**config.mk**
```make
export PLATFORM = sky130hd
export DESIGN_NAME = chg_irq_ctrl
export DESIGN_NICKNAME = d
export VERILOG_FILES = /design/src/rtl/chg_irq_pkg.sv /design/src/rtl/chg_irq_sampler.sv /design/src/rtl/chg_irq_regs.sv /design/src/rtl/chg_irq_status.sv /design/src/rtl/chg_irq_ctrl.sv
export SDC_FILE = /design/constraint.sdc
export NUM_CORES = 1
export LEC_CHECK = 0
export ABC_AREA = 1
export BUFFER_PORTS_ARGS = -buffer_cell sky130_fd_sc_hd__buf_2
export CORE_ASPECT_RATIO = 1.25
export CORE_MARGIN = 8
export CORE_UTILIZATION = 41
export CTS_BUF_LIST = sky130_fd_sc_hd__clkbuf_8 sky130_fd_sc_hd__clkbuf_16
export CTS_CLUSTER_DIAMETER = 150
export DETAILED_ROUTE_END_ITERATION = 7
export SYNTH_ARGS = -nofsm -noshare
export SYNTH_HDL_FRONTEND = slang
export SYNTH_SLANG_ARGS = --single-unit
```
**constraint.sdc**
```tcl
create_clock -name clk -period 1.57 [get_ports clk]
set_input_delay 0.2355 -clock clk [delete_from_list [all_inputs] [get_ports clk]]
set_output_delay 0.2355 -clock clk [all_outputs]
set_load 0.05 [all_outputs]
```
**src/rtl/chg_irq_pkg.sv**
```systemverilog
package chg_irq_pkg;

  localparam int ADDR_W      = 8;
  localparam int REG_W       = 8;
  localparam int PORT_W      = 8;
  localparam int PORT_STRIDE = 'h10;
  localparam int RISE_BASE   = 'h42;
  localparam int FALL_BASE   = 'h43;

  localparam logic [ADDR_W-1:0] A_CLEAR  = 8'h01;
  localparam logic [ADDR_W-1:0] A_STATUS = 8'h02;
  localparam logic [ADDR_W-1:0] A_CTRL   = 8'h03;

  localparam int CLR_EDGE_BIT = 3;
  localparam int CLR_OVF_BIT  = 2;

  typedef struct packed {
    logic fall_sense;
    logic rise_sense;
    logic master;
    logic ovf_en;
    logic edge_en;
  } ctrl_t;

  localparam int CTRL_W = $bits(ctrl_t);

  function automatic logic [ADDR_W-1:0] rise_addr(input int p);
    return ADDR_W'(RISE_BASE + p * PORT_STRIDE);
  endfunction

  function automatic logic [ADDR_W-1:0] fall_addr(input int p);
    return ADDR_W'(FALL_BASE + p * PORT_STRIDE);
  endfunction

  function automatic logic [PORT_W-1:0] armed_up(input logic [PORT_W-1:0] prev,
                                                 input logic [PORT_W-1:0] cur,
                                                 input logic [PORT_W-1:0] arm);
    return ~prev & cur & arm;
  endfunction

  function automatic logic [PORT_W-1:0] armed_down(input logic [PORT_W-1:0] prev,
                                                   input logic [PORT_W-1:0] cur,
                                                   input logic [PORT_W-1:0] arm);
    return prev & ~cur & arm;
  endfunction

  function automatic logic irq_of(input ctrl_t c, input logic chg, input logic ovf);
    return c.master & ((chg & c.edge_en) | (ovf & c.ovf_en));
  endfunction

  function automatic logic [REG_W-1:0] status_byte(input logic chg, input logic ovf,
                                                   input logic irq, input logic up,
                                                   input logic down);
    return {3'b000, down, up, irq, ovf, chg};
  endfunction

endpackage

```
**src/rtl/chg_irq_sampler.sv**
```systemverilog
module chg_irq_sampler
  import chg_irq_pkg::*;
#(
  parameter int NPORTS = 4
) (
  input  logic                     clk,
  input  logic                     rst_n,
  input  logic [NPORTS*PORT_W-1:0] din,
  input  logic [NPORTS*PORT_W-1:0] rise_arm,
  input  logic [NPORTS*PORT_W-1:0] fall_arm,
  input  logic                     rise_sense,
  input  logic                     fall_sense,
  output logic                     rise_ev,
  output logic                     fall_ev
);

  logic [NPORTS-1:0] port_up;
  logic [NPORTS-1:0] port_down;

  for (genvar p = 0; p < NPORTS; p++) begin : g_port
    logic [PORT_W-1:0] prev_q;
    logic [PORT_W-1:0] cur;

    assign cur = din[p*PORT_W +: PORT_W];

    always_ff @(posedge clk) begin
      if (!rst_n) prev_q <= '0;
      else        prev_q <= cur;
    end

    assign port_up[p]   = |armed_up(prev_q, cur, rise_arm[p*PORT_W +: PORT_W]);
    assign port_down[p] = |armed_down(prev_q, cur, fall_arm[p*PORT_W +: PORT_W]);
  end

  assign rise_ev = rise_sense & (|port_up);
  assign fall_ev = fall_sense & (|port_down);

endmodule

```
**src/rtl/chg_irq_regs.sv**
```systemverilog
module chg_irq_regs
  import chg_irq_pkg::*;
#(
  parameter int NPORTS = 4
) (
  input  logic                     clk,
  input  logic                     rst_n,
  input  logic                     wr_en,
  input  logic [ADDR_W-1:0]        addr,
  input  logic [REG_W-1:0]         wdata,
  input  logic [REG_W-1:0]         status,
  output ctrl_t                    ctrl,
  output logic [NPORTS*PORT_W-1:0] rise_arm,
  output logic [NPORTS*PORT_W-1:0] fall_arm,
  output logic                     clr_edge,
  output logic                     clr_ovf,
  output logic [REG_W-1:0]         rdata
);

  ctrl_t ctrl_q;

  always_ff @(posedge clk) begin
    if (!rst_n)                         ctrl_q <= '0;
    else if (wr_en && addr == A_CTRL)   ctrl_q <= ctrl_t'(wdata[CTRL_W-1:0]);
  end

  for (genvar p = 0; p < NPORTS; p++) begin : g_arm
    logic [PORT_W-1:0] up_q;
    logic [PORT_W-1:0] down_q;

    always_ff @(posedge clk) begin
      if (!rst_n) begin
        up_q   <= '0;
        down_q <= '0;
      end else if (wr_en) begin
        if (addr == rise_addr(p)) up_q   <= wdata;
        if (addr == fall_addr(p)) down_q <= wdata;
      end
    end

    assign rise_arm[p*PORT_W +: PORT_W] = up_q;
    assign fall_arm[p*PORT_W +: PORT_W] = down_q;
  end

  assign ctrl     = ctrl_q;
  assign clr_edge = wr_en && (addr == A_CLEAR) && wdata[CLR_EDGE_BIT];
  assign clr_ovf  = wr_en && (addr == A_CLEAR) && wdata[CLR_OVF_BIT];

  always_comb begin
    rdata = '0;
    if (addr == A_CTRL)   rdata = REG_W'(ctrl_q);
    if (addr == A_STATUS) rdata = status;
    for (int p = 0; p < NPORTS; p++) begin
      if (addr == rise_addr(p)) rdata = rise_arm[p*PORT_W +: PORT_W];
      if (addr == fall_addr(p)) rdata = fall_arm[p*PORT_W +: PORT_W];
    end
  end

endmodule

```
**src/rtl/chg_irq_status.sv**
```systemverilog
module chg_irq_status
  import chg_irq_pkg::*;
(
  input  logic             clk,
  input  logic             rst_n,
  input  logic             rise_ev,
  input  logic             fall_ev,
  input  logic             clr_edge,
  input  logic             clr_ovf,
  input  ctrl_t            ctrl,
  output logic             edge_ev,
  output logic             edge_st,
  output logic             ovf_st,
  output logic             irq,
  output logic [REG_W-1:0] status
);

  logic up_st;
  logic down_st;
  logic ovf_ev;

  assign edge_ev = rise_ev | fall_ev;
  assign ovf_ev  = edge_ev & edge_st & ~clr_edge;

  always_ff @(posedge clk) begin
    if (!rst_n) begin
      edge_st <= 1'b0;
      ovf_st  <= 1'b0;
      up_st   <= 1'b0;
      down_st <= 1'b0;
    end else begin
      edge_st <= edge_ev | (edge_st & ~clr_edge);
      ovf_st  <= ovf_ev  | (ovf_st  & ~clr_ovf);
      up_st   <= rise_ev | (up_st   & ~clr_edge);
      down_st <= fall_ev | (down_st & ~clr_edge);
    end
  end

  assign irq    = irq_of(ctrl, edge_st, ovf_st);
  assign status = status_byte(edge_st, ovf_st, irq, up_st, down_st);

endmodule

```
**src/rtl/chg_irq_ctrl.sv**
```systemverilog
module chg_irq_ctrl
  import chg_irq_pkg::*;
#(
  parameter int NPORTS = 4
) (
  input  logic                     clk,
  input  logic                     rst_n,
  input  logic [NPORTS*PORT_W-1:0] din,
  input  logic                     wr_en,
  input  logic [ADDR_W-1:0]        addr,
  input  logic [REG_W-1:0]         wdata,
  output logic [REG_W-1:0]         rdata,
  output logic                     irq
);

  ctrl_t                    ctrl;
  logic [NPORTS*PORT_W-1:0] rise_arm;
  logic [NPORTS*PORT_W-1:0] fall_arm;
  logic                     clr_edge;
  logic                     clr_ovf;
  logic                     rise_ev;
  logic                     fall_ev;
  logic                     edge_ev;
  logic                     edge_st;
  logic                     ovf_st;
  logic                     master_en;
  logic [REG_W-1:0]         status;

  assign master_en = ctrl.master;

  chg_irq_regs #(.NPORTS(NPORTS)) u_regs (
    .clk      (clk),
    .rst_n    (rst_n),
    .wr_en    (wr_en),
    .addr     (addr),
    .wdata    (wdata),
    .status   (status),
    .ctrl     (ctrl),
    .rise_arm (rise_arm),
    .fall_arm (fall_arm),
    .clr_edge (clr_edge),
    .clr_ovf  (clr_ovf),
    .rdata    (rdata)
  );

  chg_irq_sampler #(.NPORTS(NPORTS)) u_sampler (
    .clk        (clk),
    .rst_n      (rst_n),
    .din        (din),
    .rise_arm   (rise_arm),
    .fall_arm   (fall_arm),
    .rise_sense (ctrl.rise_sense),
    .fall_sense (ctrl.fall_sense),
    .rise_ev    (rise_ev),
    .fall_ev    (fall_ev)
  );

  chg_irq_status u_status (
    .clk      (clk),
    .rst_n    (rst_n),
    .rise_ev  (rise_ev),
    .fall_ev  (fall_ev),
    .clr_edge (clr_edge),
    .clr_ovf  (clr_ovf),
    .ctrl     (ctrl),
    .edge_ev  (edge_ev),
    .edge_st  (edge_st),
    .ovf_st   (ovf_st),
    .irq      (irq),
    .status   (status)
  );

endmodule

```
==> flow_metrics.env <==
export IMPL_postRouteWirelength_um=16100
export IMPL_fill_cells=1171
export IMPL_die_height_um=140
export IMPL_worst_r2r_startpoint="u_regs.g_arm[0].down_q[6]"
export IMPL_number_of_nets_in_the_finished_design=898
export IMPL_gp_congestion=0.915
export IMPL_drive_above_1_share=0.270
export IMPL_reg2reg_slack_ps=150
export IMPL_grt_pass1_wl_um=25700
export IMPL_clk_latency_ps=360
export IMPL_gr_usage_met3=0.0396
export IMPL_final_cell_area_um2=6730
export IMPL_die_outline_width_um=116
export IMPL_ff_latch_area_um2=2120
export IMPL_final_util=0.556
export IMPL_slew_worst_pin_ps=371
export IMPL_clock_tree_root_cell="clkbuf_16"
export IMPL_synth_async_reset_ratio=0
export IMPL_outcome="complete, but fails checks"
export IMPL_worst_r2r_cell_count=11
export IMPL_cellPowerDensity_nw_per_um2=828
export IMPL_synthToLayoutAreaGrowth_pct=32.3
export IMPL_io_buffer_count=59
export IMPL_synth_ff_type="dfxtp_1"
export IMPL_global_route_usage_total=0.203
export IMPL_timing_critical_path_slowest_stage_cell="dfxtp_2"
export IMPL_worst_hold_path_endpoint="u_sampler.g_port[0].prev_q[4]"
export IMPL_detail_route_drc_violations=0
export IMPL_skew_ps=9.75
export IMPL_rsz_0062_raised_after_global_routing="true"
export IMPL_avgRoutedWirePerCell_um=15.8
export IMPL_timing_critical_path_required_ps=1330
export IMPL_cts_made_buffers=9
export IMPL_num_vias=5111
export IMPL_violated_checks="negative setup slack"
export IMPL_netlist_area_leader_share=0.414
export IMPL_timing_hold_worst_class="in2reg"
export IMPL_ys_warnings_count=0
export IMPL_fin_crit_ps=1780
export IMPL_cts_reportedPaths_clkPinSlew_ps=70
export IMPL_dpl_instance_area_um2=5850
export IMPL_synth_area_top_cells="dfxtp_1 (41%), nand2_1 (15%), nand3_1 (7.9%), inv_1 (7.2%), a21oi_1 (6.7%)"
export IMPL_hold_path_startpoint="din[4]"
export IMPL_crit_fanout=2
export IMPL_cts_hold_fix_buffers=0
export IMPL_sequential_fraction_of_the_synthesis_area=0.414
export IMPL_irDropWorstVdd_mv=0.427
export IMPL_detailed_routing_iteration_count_for_the_pre_antenna_repair_pass=4
export IMPL_post_route_worst_setup_slack_ps=-205
export IMPL_number_of_enable_flip_flop_cells_after_synthesis=0
export IMPL_floorplan_io_pins=60
export IMPL_htree_num_levels=3
export IMPL_synth_area_per_cell_um2=6.72
export IMPL_top_usage_layer="met2"
export IMPL_first_global_vias=5144
export IMPL_full_die_area_um2=16200
export IMPL_synth_fp_nets=807
export IMPL_grtUsageMet1=0.228
export IMPL_post_synth_most_frequent_cells="nand2_1 (206), dfxtp_1 (105), inv_1 (97)"
export IMPL_static_leakage_power_nw=3.06
export IMPL_max_stage_delay_ps=360
export IMPL_cap_violations=0
export IMPL_final_hold_worst_slack_ps=83.8
export IMPL_tritoncts_clock_tree="done"
export IMPL_drt_iter0_markers=259
export IMPL_totalNegativeSetupSlack_ps=-1390
export IMPL_critical_path_startpoint_type="flop"
export IMPL_timing_hold_worst_path_depth=3
export IMPL_timing_rr_end="u_status.edge_st"
export IMPL_cts_max_path_buffers=2
export IMPL_syn_instance_count=756
export IMPL_syn_cell_area_um2=5080
export IMPL_globalRouteOverflowTotal=0
export IMPL_crit_chain="nand2_2, a21boi_4, nand2_2, nand3_2, nor2_4, nand3_2, nand2_1, nand4_1, buf_6"
export IMPL_core_area_um2=12100
export IMPL_yosysMostFrequentCell="nand2_1"
export IMPL_ys_ff_latch=105
export IMPL_antenna_found_initial=0
export IMPL_grt_start_max_net_pins=48
export IMPL_path_class="reg2out"
export IMPL_route_detailed_vias_per_inst=5.03
export IMPL_multiInputGateArea_um2=2730
export IMPL_timing_critical_path_to_type="output port"
export IMPL_critical_path_arrival_ps=1540
export IMPL_initial_core_util=0.420
export IMPL_headroom_to_the_max_slew_limit=0.752
export IMPL_num_rows=45
export IMPL_hold_violations=0
export IMPL_place_hpwl_um=11800
export IMPL_insertedDiodeCount=0
export IMPL_report_final_setup_viol=8
export IMPL_achievable_frequency_mhz=563
export IMPL_max_slew_violation_total_from_the_final_report=0
export IMPL_ys_types=32
export IMPL_synth_largest_area_cell="dfxtp_1"
export IMPL_clock_sink_count=105
export IMPL_post_route_period_util=1.13
export IMPL_post_route_total_power_mw=5.57
export IMPL_remaining_number_of_nets_flagged_by_the_antenna_check_after_routing=0
export IMPL_grtUsageMet2=0.353
-- cells in the final DEF, fill, tap and decap left out, types with 3 or more instances in the layout --
master     synthesis  routed
dfxtp_2            0       6
nand3_2            0       7
o21ai_0           31      29
nor2_1            62      41
inv_2              6       6
a21oi_2            2       3
buf_8              0       4
inv_8              0       4
buf_6              2      16
nand2_4            4       7
dfxtp_1          105      97
inv_1             97      88
nand3b_1          24      24
nand2_2            8      21
nor2_2             2      15
buf_2              3      42
buf_12             0       7
inv_4              1       7
buf_4              4      39
a21oi_1           68      67
nand4_1           12      12
o21ai_1            1       3
nand2_8            0       4
nand3_1           80      71
nand2_1          206     186
clkbuf_16          0       9
nor2_4             2      10
-- critical path: cells and delay by family (launching register included) --
family	cells	cell delay [ps]
flip-flops	1	360
AO/OA/AOI/OAI	1	170
AND/OR/NAND/NOR	7	480
buffers and inverters	1	180
-- timing repair --
item	CTS	global route
resized for setup	80	60
buffers inserted	8	5
gates cloned	1	0
pin swaps	31	33
endpoints found under the hold margin	0	0
setup endpoints to repair	9	10
-- stage by stage --
stage          cells  setup slack [ps]
6_report        1016              -205
5_1_grt         1016              -316
4_1_cts         1012              -223
3_5_place_dp     987              -359
3_3_place_gp     987              -376
2_1_floorplan    756              -148
-- routing by layer --
metal	share of wire	vias to the layer above	routed length, um
li1	-	2585	-
met5	0	-	0
met2	0.51	137	8210
met1	0.40	2357	6470
met3	0.053	32	845
met4	0.035	0	563
-- worst max path at each step --
| stage | startpoint | endpoint | slack (ps) | depth (start not counted) |
|---|---|---|---|---|
| after floorplan | addr[7] | rdata[4] | -150 | 10 |
| after global placement | addr[7] | rdata[2] | -380 | 12 |
| after detailed placement | addr[7] | rdata[4] | -360 | 11 |
| after CTS | u_regs.ctrl[2] | rdata[2] | -220 | 8 |
| after global routing | u_regs.ctrl[0] | rdata[0] | -320 | 8 |
| final | u_status.ovf_st | rdata[2] | -210 | 9 |
-- registers in the layout, indices dropped and copies added (netlist names) --
register / count
u_regs.g_arm.down_q: 32
u_regs.g_arm.up_q: 32
u_sampler.g_port.prev_q: 32
u_regs.ctrl: 5
u_status.down_st: 1
u_status.edge_st: 1
u_status.ovf_st: 1
u_status.up_st: 1
-- area by class of cell --
class                           instances  share of cell area
Multi-Input combinational cell        514               0.406
Sequential cell                       105               0.315
Timing Repair Buffer                  108               0.131
Inverter                              108              0.0683
Clock buffer                            9              0.0335
Tap cell                              164              0.0305
Clock inverter                          7              0.0143
Timing Repair inverter                  1             0.00112
-- cell families after synthesis --
kind of cell	share of synthesized area
AO/OA/AOI/OAI	0.112
AND/OR/NAND/NOR	0.365
flip-flops	0.414
buffers and inverters	0.109
-- power by group --
part	switching (mW)	internal, mW	total [mW]
combinational	0.273	0.169	0.442
clock	1.12	1.29	2.40
sequential	0.0225	2.70	2.73
total	1.41	4.16	5.57
Power figures use the tool's default switching activity.
